--- src/rtl/synth_bus_pkg.sv ---
`timescale 1ns/1ps
package synth_bus_pkg;

  // Address boundaries that select the busy length (behaviour-bearing)
  localparam logic [7:0] KEY_ADDR = 8'h28;
  localparam logic [7:0] OP_LO    = 8'h30;
  localparam logic [7:0] OP_HI    = 8'h9E;
  localparam logic [7:0] CH_LO    = 8'hA0;
  localparam logic [7:0] CH_HI    = 8'hB6;

  // Strobes from control to datapath
  typedef struct packed {
    logic addrLoad;   // store wrByte as the port's address
    logic dataGo;     // accept and forward the data write
    logic dataBad;    // reject: write arrived while busy
    logic port;       // port the strobe refers to
  } busStrobe_t;

  // Busy length for a register address; zero means no busy period
  function automatic int unsigned busyCycles(input logic [7:0] a,
                                             input int unsigned keyCyc,
                                             input int unsigned opCyc,
                                             input int unsigned chCyc);
    if (a == KEY_ADDR)              return keyCyc;
    if (a >= OP_LO && a <= OP_HI)   return opCyc;
    if (a >= CH_LO && a <= CH_HI)   return chCyc;
    return 0;
  endfunction

endpackage

--- src/rtl/synth_bus_ctrl.sv ---
`timescale 1ns/1ps
module synth_bus_ctrl
  import synth_bus_pkg::*;
(
  input  logic       wrEn,
  input  logic       wrPort,
  input  logic       wrIsData,
  input  logic [1:0] addrValid,
  input  logic       busyNow,
  output busStrobe_t strobe
);

  logic dataReady;

  always_comb begin
    dataReady      = wrEn && wrIsData && addrValid[wrPort];
    strobe.addrLoad = wrEn && !wrIsData;
    strobe.dataGo   = dataReady && !busyNow;
    strobe.dataBad  = dataReady && busyNow;
    strobe.port     = wrPort;
  end

endmodule

--- src/rtl/synth_busy_timer.sv ---
`timescale 1ns/1ps
module synth_busy_timer #(
  parameter int SET_DELAY = 8,
  parameter int CNT_W     = 7
) (
  input  logic             clk,
  input  logic             rstN,
  input  logic             start,
  input  logic [CNT_W-1:0] startDur,
  output logic             busyNow
);

  logic             active;
  logic [CNT_W-1:0] cnt;
  logic [CNT_W-1:0] dur;
  logic [CNT_W-1:0] cntNext;

  assign cntNext = cnt + 1'b1;

  always_ff @(posedge clk) begin
    if (!rstN) begin
      active <= 1'b0;
      cnt    <= '0;
      dur    <= '0;
    end else if (start && startDur != '0) begin
      active <= 1'b1;
      cnt    <= '0;
      dur    <= startDur;
    end else if (active) begin
      cnt <= cntNext;
      if (cntNext >= dur) active <= 1'b0;
    end
  end

  assign busyNow = active && (cnt >= CNT_W'(SET_DELAY)) && (cnt < dur);

endmodule

--- src/rtl/synth_bus_datapath.sv ---
`timescale 1ns/1ps
module synth_bus_datapath
  import synth_bus_pkg::*;
#(
  parameter int SET_DELAY = 8,
  parameter int KEY_BUSY  = 116,
  parameter int OP_BUSY   = 83,
  parameter int CH_BUSY   = 47,
  parameter int CNT_W     = 7
) (
  input  logic       clk,
  input  logic       rstN,
  input  busStrobe_t strobe,
  input  logic [7:0] wrByte,
  input  logic       rdEn,
  input  logic       rdPort,
  output logic [1:0] addrValid,
  output logic       busyNow,
  output logic [7:0] rdData,
  output logic       fwdValid,
  output logic       fwdPort,
  output logic [7:0] fwdAddr,
  output logic [7:0] fwdData,
  output logic       violation
);

  logic [7:0]       addrReg [2];
  logic [7:0]       curAddr;
  logic [CNT_W-1:0] curDur;

  assign curAddr = addrReg[strobe.port];
  assign curDur  = CNT_W'(busyCycles(curAddr, KEY_BUSY, OP_BUSY, CH_BUSY));

  for (genvar p = 0; p < 2; p++) begin : g_port
    always_ff @(posedge clk) begin
      if (!rstN) begin
        addrReg[p]   <= '0;
        addrValid[p] <= 1'b0;
      end else if (strobe.addrLoad && strobe.port == 1'(p)) begin
        addrReg[p]   <= wrByte;
        addrValid[p] <= 1'b1;
      end
    end
  end

  always_ff @(posedge clk) begin
    if (!rstN) begin
      fwdValid  <= 1'b0;
      fwdPort   <= 1'b0;
      fwdAddr   <= '0;
      fwdData   <= '0;
      violation <= 1'b0;
    end else begin
      fwdValid  <= strobe.dataGo;
      violation <= strobe.dataBad;
      if (strobe.dataGo) begin
        fwdPort <= strobe.port;
        fwdAddr <= curAddr;
        fwdData <= wrByte;
      end
    end
  end

  synth_busy_timer #(
    .SET_DELAY(SET_DELAY),
    .CNT_W    (CNT_W)
  ) i_timer (
    .clk     (clk),
    .rstN    (rstN),
    .start   (strobe.dataGo),
    .startDur(curDur),
    .busyNow (busyNow)
  );

  assign rdData = (rdEn && !rdPort) ? {busyNow, 7'b0} : 8'h00;

endmodule

--- src/rtl/synthBusStatus.sv ---
`timescale 1ns/1ps
module synthBusStatus
  import synth_bus_pkg::*;
#(
  parameter int SET_DELAY = 8,
  parameter int KEY_BUSY  = 116,
  parameter int OP_BUSY   = 83,
  parameter int CH_BUSY   = 47
) (
  input  logic       clk,
  input  logic       rstN,
  input  logic       wrEn,
  input  logic       wrPort,
  input  logic       wrIsData,
  input  logic [7:0] wrByte,
  input  logic       rdEn,
  input  logic       rdPort,
  output logic [7:0] rdData,
  output logic       fwdValid,
  output logic       fwdPort,
  output logic [7:0] fwdAddr,
  output logic [7:0] fwdData,
  output logic       violation
);

  localparam int MAX_A   = (KEY_BUSY > OP_BUSY) ? KEY_BUSY : OP_BUSY;
  localparam int MAX_DUR = (MAX_A > CH_BUSY) ? MAX_A : CH_BUSY;
  localparam int CNT_W   = $clog2(MAX_DUR + 2);

  busStrobe_t strobe;
  logic [1:0] addrValid;
  logic       busyNow;

  synth_bus_ctrl i_ctrl (
    .wrEn     (wrEn),
    .wrPort   (wrPort),
    .wrIsData (wrIsData),
    .addrValid(addrValid),
    .busyNow  (busyNow),
    .strobe   (strobe)
  );

  synth_bus_datapath #(
    .SET_DELAY(SET_DELAY),
    .KEY_BUSY (KEY_BUSY),
    .OP_BUSY  (OP_BUSY),
    .CH_BUSY  (CH_BUSY),
    .CNT_W    (CNT_W)
  ) i_dp (
    .clk      (clk),
    .rstN     (rstN),
    .strobe   (strobe),
    .wrByte   (wrByte),
    .rdEn     (rdEn),
    .rdPort   (rdPort),
    .addrValid(addrValid),
    .busyNow  (busyNow),
    .rdData   (rdData),
    .fwdValid (fwdValid),
    .fwdPort  (fwdPort),
    .fwdAddr  (fwdAddr),
    .fwdData  (fwdData),
    .violation(violation)
  );

endmodule

--- config.mk ---
export PLATFORM = sky130hd
export DESIGN_NAME = synthBusStatus
export DESIGN_NICKNAME = d
export VERILOG_FILES = /design/src/rtl/synth_bus_pkg.sv /design/src/rtl/synth_bus_ctrl.sv /design/src/rtl/synth_busy_timer.sv /design/src/rtl/synth_bus_datapath.sv /design/src/rtl/synthBusStatus.sv
export SDC_FILE = /design/constraint.sdc
export NUM_CORES = 1
export LEC_CHECK = 0
export ABC_AREA = 1
export BUFFER_PORTS_ARGS = -buffer_cell sky130_fd_sc_hd__buf_2
export CAP_MARGIN = 40
export CORE_UTILIZATION = 40
export CTS_BUF_LIST = sky130_fd_sc_hd__clkbuf_8
export CTS_CLUSTER_SIZE = 40
export DETAILED_ROUTE_END_ITERATION = 12
export SYNTH_ARGS = -nofsm -noshare
export SYNTH_HDL_FRONTEND = slang
export SYNTH_SLANG_ARGS = --single-unit
--- constraint.sdc ---
create_clock -name clk -period 2 [get_ports clk]
set_clock_uncertainty 0.2 [all_clocks]
set_input_delay 0.4 -clock clk [delete_from_list [all_inputs] [get_ports clk]]
set_output_delay 0.4 -clock clk [all_outputs]
set_load 0.01 [all_outputs]
=== Yosys cells after proc, flatten, opt, wreduce, memory -nomap -nowiden ===
Memories as Yosys holds them, arrays and structs flattened.
Index checks and enable logic that the tools add are counted.
Widths: inputs -> output; s select.

* Memory bits (writable): 16
* Memories: 1
* Word-level logic and storage cells: 70
* Register bits after elaboration: 36

{| class="wikitable"
|+ Memory list
! memory !! words !! width !! rd ports !! clocked after memory_dff !! wr ports !! RTL line !! RTL
|-
| i_dp.addrReg || 2 || 8 || 1 || 0 || 2 || synth_bus_datapath.sv:27 || <nowiki>logic [7:0] addrReg [2];</nowiki>
|}

* Bitwise gates (word level): 4
* Mux-type cells: 27
* Equal/unequal tests: 1
* Add/sub/neg operators: 1
* $lt $le $gt $ge: 8
* Reduce and logical (&&, ||, !) cells: 18

{| class="wikitable"
|+ Operator list
! cell !! number
|-
| $mux 7 || 6
|-
| $mux 8 || 3
|-
| $mux 1 || 18
|-
| $le 8x8->1 const B || 2
|-
| $logic_and 1x1->1 || 13
|-
| $eq 8x6->1 const B || 1
|-
| $ge 8x6->1 const B || 1
|-
| $ge 8x8->1 const B || 1
|-
| $add 7x1->7 const B || 1
|-
| $ge 7x4->1 const B || 1
|-
| $ge 7x7->1 || 1
|-
| $lt 7x7->1 || 1
|-
| $reduce_bool 7->1 || 1
|-
| $logic_not 1->1 || 3
|-
| $lt 1x2->1 const B || 1
|-
| $not 1->1 || 2
|-
| $or 1x1->1 || 2
|-
| $reduce_or 2->1 || 1
|}

=== Logic depth before layout (Yosys ltp) ===
Gate-level depths: netlist (run 1).
An unclocked memory read counts as a cell.

* Word-level depth: 13
* Gate-level depth with buffers: 13
* Mapped depth without buffers: 13

=== Modules after synthesis ===
From an unflattened synthesis (run 1), not the netlist that was laid out.

* Cell total of the unflattened synthesis: 381
* Area total of the unflattened synthesis: 2807.7 um^2

{| class="wikitable"
|+ Modules (own cells, without submodules)
! module !! times used !! area an instance (um^2) !! cells an instance
|-
| synth_bus_datapath || 1 || 1625.3 || 196
|-
| synth_busy_timer || 1 || 1129.8 || 172
|-
| synth_bus_ctrl || 1 || 52.6 || 13
|}

=== Least setup slack after synthesis (run 1) ===
Ideal clock, no wire load.

* Kind: flip-flop to flip-flop
* From: register i_dp.i_timer.cnt[0]
* To: register i_dp.i_timer.active
* Required time: 1730 ps
* Period minus slack after synthesis: 2159 ps
* Buffers on the path: 0
* Slack: -159 ps
* Cell stages (with the launch flop): 11
* Arrival time: 1889 ps
* Path through: dfxtp_1 ha_1 nand3_1 nor3b_1 xor2_1 ha_1 nand2_1 nor2_1 a211oi_1 o2111ai_1 a21oi_1

* Elaborated cells between the ends (all ways): 12
* Classes of those cells: add/sub (1); order compare (3); mux (3); reduce/logical (5)

{| class="wikitable"
|+ RTL lines
! what !! RTL line !! RTL
|-
| start: declaration || synth_busy_timer.sv:14 || <nowiki>logic [CNT_W-1:0] cnt;</nowiki>
|-
| start signal: assignment || synth_busy_timer.sv:30 || <nowiki>cnt <= cntNext;</nowiki>
|-
| $add 7x1->7 || synth_busy_timer.sv:18 || <nowiki>assign cntNext = cnt + 1'b1;</nowiki>
|-
| net i_dp.i_timer.cntNext[6] || synth_busy_timer.sv:16 || <nowiki>logic [CNT_W-1:0] cntNext;</nowiki>
|-
| $ge 7x7->1 || synth_busy_timer.sv:31 || <nowiki>if (cntNext >= dur) active <= 1'b0;</nowiki>
|-
| $mux 1 || synth_busy_timer.sv:31 ||
|-
| $mux 1 || synth_busy_timer.sv:29 || <nowiki>end else if (active) begin</nowiki>
|-
| $mux 1 || synth_busy_timer.sv:25 || <nowiki>end else if (start && startDur != '0) begin</nowiki>
|-
| end signal: assignment || synth_busy_timer.sv:22 || <nowiki>active <= 1'b0;</nowiki>
|-
| end signal: assignment || synth_busy_timer.sv:26 || <nowiki>active <= 1'b1;</nowiki>
|-
| end signal: assignment || synth_busy_timer.sv:31 ||
|-
| end: declaration || synth_busy_timer.sv:13 || <nowiki>logic active;</nowiki>
|}

The timed path passes the listed nets, and every way through them passes these cells.
A chain may end at the register's enable or synchronous reset.

=== Worst setup path after layout (run 1) ===
* From: register i_dp.i_timer.cnt[1]
* To: register i_dp.i_timer.active

The elaborated chain is that of the path after synthesis.

==> results of run 1 <==
[cells in the final DEF (no fill, tap or decap), types with 7 or more instances in the layout]
cell type  Yosys  routed
o21ai_1        0       8
inv_1         40      37
buf_4          9      31
buf_2          3      34
edfxtp_1      16      16
nand2_1       61      59
conb_1         1       7
ha_4           0       7
dfxtp_1       33      26
buf_6          0      10
nor2_2         7      17
ha_1          16       8
o21ai_2        1       9
nor2_1        55      45
o21ai_0       27      10
[stage by stage]
stage,util (%),cell area (µm²),instances
after global routing,57.9,3490,473
after CTS,56.4,3400,472
after detailed placement,50.3,3030,457
after floorplan,-,2590,328
after global placement,50.3,3030,457
final,57.9,3490,473
[flip-flops by register name, summed over array words and instances (netlist names)]
signal               flops
i_dp.fwdAddr             8
i_dp.addrReg            16
i_dp.addrValid           2
i_dp.i_timer.active      1
i_dp.fwdValid            1
i_dp.fwdPort             1
i_dp.violation           1
i_dp.i_timer.dur         4
i_dp.fwdData             8
i_dp.i_timer.cnt         7
[layout make-up]
type / count / area, µm²
Clock buffer: 5 / 68.8
Clock inverter: 3 / 26.3
Timing Repair Buffer: 77 / 556
Sequential cell: 49 / 1160
Tap cell: 75 / 93.8
Inverter: 43 / 179
Fill cell: 565 / 2540
Multi-Input combinational cell: 221 / 1410
[cell families after synthesis]
kind of cell             Yosys count
flip-flops                        49
adder cells (fa/ha/maj)           16
buffers and inverters             58
AO/OA/AOI/OAI                     43
XOR/XNOR                           6
multiplexers                       1
AND/OR/NAND/NOR                  148
other                              1
[worst reg2reg max path: stages (launching register included)]
cell and delay (ns):
dfxtp_2 0.38, buf_12 0.11, ha_4 0.14, nand3_4 0.08, nor3b_2 0.19, xor2_1 0.27, ha_1 0.31, nand2_1 0.10
nor2_1 0.06, a211oi_1 0.16, o2111ai_1 0.13, a21oi_1 0.14
[cells in the mapped netlist, drive strengths merged]
cell type / count / area (µm²)
a211oi: 1 / 7.51
a21oi: 10 / 50.1
a31oi: 1 / 6.26
buf: 13 / 86.3
clkbuf: 2 / 7.51
conb: 1 / 3.75
dfxtp: 33 / 661
edfxtp: 16 / 480
ha: 16 / 200
inv: 43 / 161
mux2i: 1 / 10.0
nand2: 63 / 251
nand3: 11 / 65.1
nand3b: 1 / 7.51
nand4: 5 / 31.3
nor2: 62 / 250
nor3: 2 / 10.0
nor3b: 2 / 15.0
o2111ai: 1 / 8.76
o211ai: 1 / 7.51
o21a: 1 / 7.51
o21ai: 28 / 144
or2: 2 / 12.5
xnor2: 1 / 8.76
xor2: 5 / 43.8
[worst min path at each step]
stage | end | slack [ns] | cells past startpoint
4_1_cts | i_dp.fwdData[6] | 0.13 | 3
2_1_floorplan | i_dp.addrValid[0] | 0.22 | 2
3_5_place_dp | i_dp.addrValid[0] | 0.24 | 2
3_3_place_gp | i_dp.addrValid[0] | 0.24 | 2
5_1_grt | i_dp.fwdData[4] | 0.15 | 3
6_report | i_dp.fwdData[0] | 0.13 | 3
[where the power goes]
| part | switching, W | internal, W |
|---|---|---|
| Sequential | 0.0000229 | 0.00107 |
| Combinational | 0.000222 | 0.000162 |
| Clock | 0.000367 | 0.000260 |
[routing by layer]
metal	track usage (%)	share of wire, %
met2	30.8	46
met1	27.2	48
met5	0	0
met4	7.19	1.2
met3	3.78	4.2
[timing repair]
item / 4_1_cts / 5_1_grt
setup buffers: 16 / 3
endpoints found under the setup margin: 29 / 31
endpoints found under the hold margin: 0 / 0
pin swaps: 19 / 6
cloned: 2 / 0
gates resized for setup: 66 / 22
==> summary.md, run 1 <==
| Metric | Value |
|---|---|
| Unrepaired setup endpoints after global routing | yes |
| Syn Inst Count | between 300 and 400 |
| Crit path largest cell delay | roughly 0.38 ns |
| Critical path class | register to register |
| Leak Pwr | 1.66 nW |
| Root Driver | clkbuf_8 |
| Post-synth cell types | 32 |
| Die area | 6670 µm² |
| Mapped Avg Cell Area | between 7 and 8 µm² |
| Hpwl dp | a little over 4000 µm |
| Post-Synth Simple-Gate Area | 25.3% |
| Post-layout minimum cycle time | 2.33 ns |
| CP endpoint kind | register |
| Core Rows | 28 |
| Clock Latency Late Sink | around 0.31 ns |
| Max Freq | around 430 MHz |
| CP required | a little over 2 ns |
| WP data arrival | around 2.4 ns |
| Htree depth | 2 |
| Multiplexer share of the synthesized area | 0.394% |
| Worst Reg-to-Reg Cells | 11 |
| R2R setup slack | -0.33 ns |
| Pwr Total | 0.00211 W |
| Starting DRT DRC Count | 94 |
| Io pins | 42 |
| Placement Setup Slack | -0.210 ns |
| Final TNS setup | -1.61 ns |
| Crit path from | i_dp.i_timer.cnt[1] |
| Area added between synthesis and finish | 37.5% |
| Antenna Violating Nets Remaining | 0 |
| Period utilization | 117% |
| Setup ws final | -0.332 ns |
| Warnings, synthesis | 0 |
| Core Area | ~6000 µm² |
| CP endpoint | i_dp.i_timer.active |
| Via/cell ratio | between 4 and 5 |
| GP Congestion | between 0.8 and 0.9 |
| Maxcap violations | 0 |
| Post-route DRC | 0 |
| Post-synthesis adder-cell area fraction | 7.89% |
| Sink Count | a little under 50 |
| Diode count | 0 |
| Final hold vios | 0 |
| Tightest Hold Check Type | primary input to register |
| # hold bufs at CTS | 0 |
| Worst path depth | 11 |
| Clock transition at path regs | 0.10 ns |
| Post-Synth XOR/XNOR Area | 2.07% |
| Starting density of the core | 42.1% |
| Main combinational cell family by area after synthesis | simple AND/OR/NAND/NOR gates |
| DRT Pass-1 Iters | 4 |
| Chip width | just over 80 µm |
| Worst setup SP type | register |
| Largest net degree at the start of global routing | 19 |
| DR WL/cell | 12.6 µm |
| Via Count | 2206 |
| Failing checks | setup timing |
| CTS tree | built |
| Die H | roughly 80 µm |
| Antenna violations before repair | 0 |
| Final WL | around 6000 µm |
| Largest fanout on the critical path | 3 |
| PwrDens | between 600 and 700 nW/µm² |
| Port Buffer Count | 34 |
| GRT Total Usage | just under 20% |
| Layout cells sized above 1 | a little under two fifths |
| Post-synthesis sequential area ratio | between 40% and 50% |
| Max-slew violation count | 0 |
| Worst r2r src | i_dp.i_timer.cnt[1] |
| Crit path max-delay family | adder cells |
| Status | complete, but fails checks |
| Final setup vio count | 29 |
| Worst path buffer plus inverter count | 1 |
| Worst R2R End | i_dp.i_timer.active |
| Peak VDD IR | about 0.00037 V |
| First-pass GRT wire length | ~9800 µm |
| Area fraction in compound gates after synthesis | ~9.1% |
| Synthesized flop and latch total | 49 |
| CP cell instances | buf_12 -> ha_4 -> nand3_4 -> nor3b_2 -> xor2_1 -> ha_1 -> nand2_1 -> nor2_1 -> a211oi_1 -> o2111ai_1 -> a21oi_1 |
| Global route total overflow | 0 |
| Post-synthesis instance area | roughly 2500 µm² |
| Final nets | roughly 430 |
| Vias in the first global route | 2104 |
| Slowest CP cell | dfxtp_2 |
| Hold wc startpoint | wrByte[0] |
| Max Root-Sink Buffers | 2 |
| TritonCTS Buffers | 5 |
| Hold WS | between 0.1 and 0.15 ns |
No activity file was read; power rests on OpenSTA's default activity.
==> inputs of run 2 (changes only) <==
--- a/config.mk
+++ b/config.mk
@@ -14,4 +14,5 @@
 export DETAILED_ROUTE_END_ITERATION = 12
 export SYNTH_ARGS = -nofsm -noshare
 export SYNTH_HDL_FRONTEND = slang
+export SYNTH_HIERARCHICAL = 1
 export SYNTH_SLANG_ARGS = --single-unit
==> run 2 against run 1 <==
Critical path depth shrank 1. Clock power rose by 1%. Non-clock buffer count increased by 5. Total power rose by 2.1%. Global-route usage decreased by 2.6 points. Clock-buffer cell count unchanged. First-iteration DRC count increased by 7.4%. Combinational power shrank 3%. Largest power group unchanged. Setup slack gained 0.10 ns. Sequential power rose by 5%. The flow still finishes with violations (setup timing). Sequential cell count is 3 higher. Maximum frequency up 4.5%.
==> summary.md, run 2 <==
| Metric | Value |
|---|---|
| Post-synth cell types | 29 |
| Starting density of the core | about two fifths |
| Starting DRT DRC Count | between 100 and 150 |
| Top cells by count, synth | nand2_1 (94), nor2_1 (55), inv_1 (53), dfxtp_1 (36), a21oi_1 (24) |
| CP cell instances | inv_2 -> ha_4 -> a21oi_2 -> o21ai_2 -> nand2_1 -> nand2_2 -> nor2_4 -> nand2_1 -> nor2_1 -> buf_2 |
| Io pins | between 40 and 50 |
| Peak VDD IR | between 0.0003 and 0.0004 V |
| Most frequent CP cell | nand2_1 |
| Post-synthesis sequential area ratio | 42.8% |
| Htree depth | 2 |
| Max Root-Sink Buffers | 2 |
| Crit path largest cell delay | ~0.35 ns |
| Leak Pwr | about 1.9 nW |
| Largest net degree at the start of global routing | 23 |
| Mapped Avg Cell Area | about 7.4 µm² |
| WP data arrival | around 1.6 ns |
| Sink Count | between 50 and 60 |
| Final hold vios | 0 |
| Multiplexer share of the synthesized area | 0% |
| Diode count | 0 |
| DR WL/cell | ~12 µm |
| Critical path class | register to primary output |
| Post-route DRC | 0 |
| Failing checks | setup timing |
| CP required | about 1.4 ns |
| CTS tree | built |
| Hpwl dp | roughly 4400 µm |
| Number of enable flip-flop cells after synthesis | 16 |
| Clock Latency Late Sink | between 0.3 and 0.4 ns |
| DRT Pass-1 Iters | 4 |
| Main flop type after synthesis | dfxtp_1 |
| GP Congestion | about 0.88 |
| Post-synthesis instance area | 2810 µm² |
| Max Freq | ~450 MHz |
| Antenna violations before repair | 0 |
| Unrepaired setup endpoints after global routing | yes |
| Synthesized flop and latch total | 52 |
| GRT Total Usage | 17.2% |
| Area added between synthesis and finish | 38.4% |
| Post-synthesis adder-cell area fraction | 7.13% |
| Die area | roughly 7400 µm² |
| Most common cell after layout, fill and taps aside | nand2_1 |
| PwrDens | between 500 and 600 nW/µm² |
| Max reg flops | 16 |
| Most numerous cell in the Yosys netlist | nand2_1 |
| Regs by FF count | i_dp/addrReg (16), i_dp/fwdAddr (8), i_dp/fwdData (8) |
| Core Area | slightly below 7000 µm² |
| Via Count | approximately 2600 |
| Post-Synth Simple-Gate Area | 28.9% |
| Leading area contributor after synthesis | dfxtp_1 |
| Largest fanout on the critical path | 3 |
| Final setup vio count | 32 |
| Period utilization | 112% |
| Clock transition at path regs | 0.11 ns |
| Pwr Total | between 0.002 and 0.0025 W |
| Post-synth top area share | 25.7% |
| Top reg by flops | i_dp/addrReg |
| Global route total overflow | 0 |
| Layout cells sized above 1 | about two fifths |
| Vias in the first global route | roughly 2300 |
| Util after Layout | a little under three fifths |
| Final WL | 6610 µm |
| Max-slew violation count | 0 |
| Setup ws final | -0.233 ns |
| Commonest cells after routing, fill and taps aside | nand2_1 (78), nor2_1 (47), inv_1 (46) |
| Worst setup SP type | register |
| Antenna Violating Nets Remaining | 0 |
| # hold bufs at CTS | 0 |
| Post-layout minimum cycle time | 2.23 ns |
| Tightest Hold Check Type | primary input to register |
| Main combinational cell family by area after synthesis | simple AND/OR/NAND/NOR gates |
| Syn Inst Count | 381 |
| Port Buffer Count | 34 |
| Maxcap violations | 0 |
| Area fraction in compound gates after synthesis | under 10% |
| Chip width | around 86 µm |
| Via/cell ratio | about 4.6 |
| Final nets | 489 |
| Die H | 85.8 µm |
| FFs w/ async S/R, synth | 0% |
| Post-Synth XOR/XNOR Area | 0% |
| Largest cells by area after synthesis | dfxtp_1 (26%), edfxtp_1 (17%), nand2_1 (13%) |
| Warnings, synthesis | 6 |
| Core Rows | 30 |
| Status | complete, but fails checks |
| TritonCTS Buffers | 5 |
| CP endpoint kind | primary output |
| First-pass GRT wire length | 10300 µm |
| Slowest CP cell | dfxtp_2 |
| Root Driver | clkbuf_8 |
==> run 2: cell types whose count changed after synthesis, moves of 4 or more <==
cell,change
a21oi_1,+14
clkbuf_1,+4
inv_1,+13
nand2_1,+33
nand2_2,+9
nand3_1,+10
nor2_2,-5
o211ai_1,+4
o21ai_0,-15
xor2_1,-5
==> run 2: layer usage <==
layer	vias up	wire length (µm)	GRT usage, %
met5	-	0	0
met4	0	49	4.39
met3	4	286	2.89
met2	66	2980	27.6
met1	1141	3290	24.2
li1	1341	-	-
==> run 2: power breakdown <==
part / internal, W / leakage (nW) / switching [W]
logic: 0.000157 / 1.38 / 0.000215
registers: 0.00113 / 0.454 / 0.0000173
clock network: 0.000258 / 0.0463 / 0.000377
==> run 2: worst paths after layout <==
check,startpoint,end,slack (ns),cells after the start
max reg2reg,i_dp/i_timer/dur[2],i_dp/i_timer/dur[0],-0.20,15
max,i_dp/i_timer/dur[2],rdData[7],-0.23,10
min reg2reg,i_dp/addrValid[0],i_dp/addrValid[0],0.26,2
min,wrByte[4],i_dp/fwdData[4],0.16,3
==> run 2: timing repair <==
item / in CTS / in global routing
setup endpoints to repair: 33 / 33
buffers inserted: 1 / 5
gates cloned: 0 / 4
endpoints found under the hold margin: 0 / 0
pin swaps: 10 / 31
gates resized for setup: 31 / 74
==> run 2: cell type report <==
| type | count | area [µm²] |
|---|---|---|
| multi-input cells | 259 | 1590 |
| clock buffers | 5 | 68.8 |
| well taps | 96 | 120 |
| flip-flops and latches | 52 | 1210 |
| inverters | 58 | 228 |
| clock inverters | 3 | 27.5 |
| fillers | 630 | 2910 |
| repair buffers | 82 | 633 |
==> run 2: metrics by stage <==
stage | area, µm² | hold slack, ns | instances | setup TNS (ns) | setup WS [ns]
2_1_floorplan | 2870 | 0.223 | 387 | -0.692 | -0.0710
3_3_place_gp | 3330 | 0.233 | 538 | -4.77 | -0.250
3_5_place_dp | 3330 | 0.242 | 538 | -5.52 | -0.320
4_1_cts | 3550 | 0.152 | 547 | -0.694 | -0.287
5_1_grt | 3880 | 0.159 | 555 | -6.87 | -0.340
6_report | 3880 | 0.161 | 555 | -3.85 | -0.233
==> run 2: critical path, delay by kind of cell, from the launching register on <==
family,cells,cell delay [ns]
flops,1,0.35
fa+ha+maj,1,0.22
simple gates,5,0.39
buf+inv,2,0.18
compound gates,2,0.20
==> run 2: logic make-up after synthesis <==
logic type | Yosys count
buffers and inverters | 76
DFF | 52
other | 1
AOI/OAI and AO/OA | 46
adders and majority gates | 16
and+or+nand+nor | 190
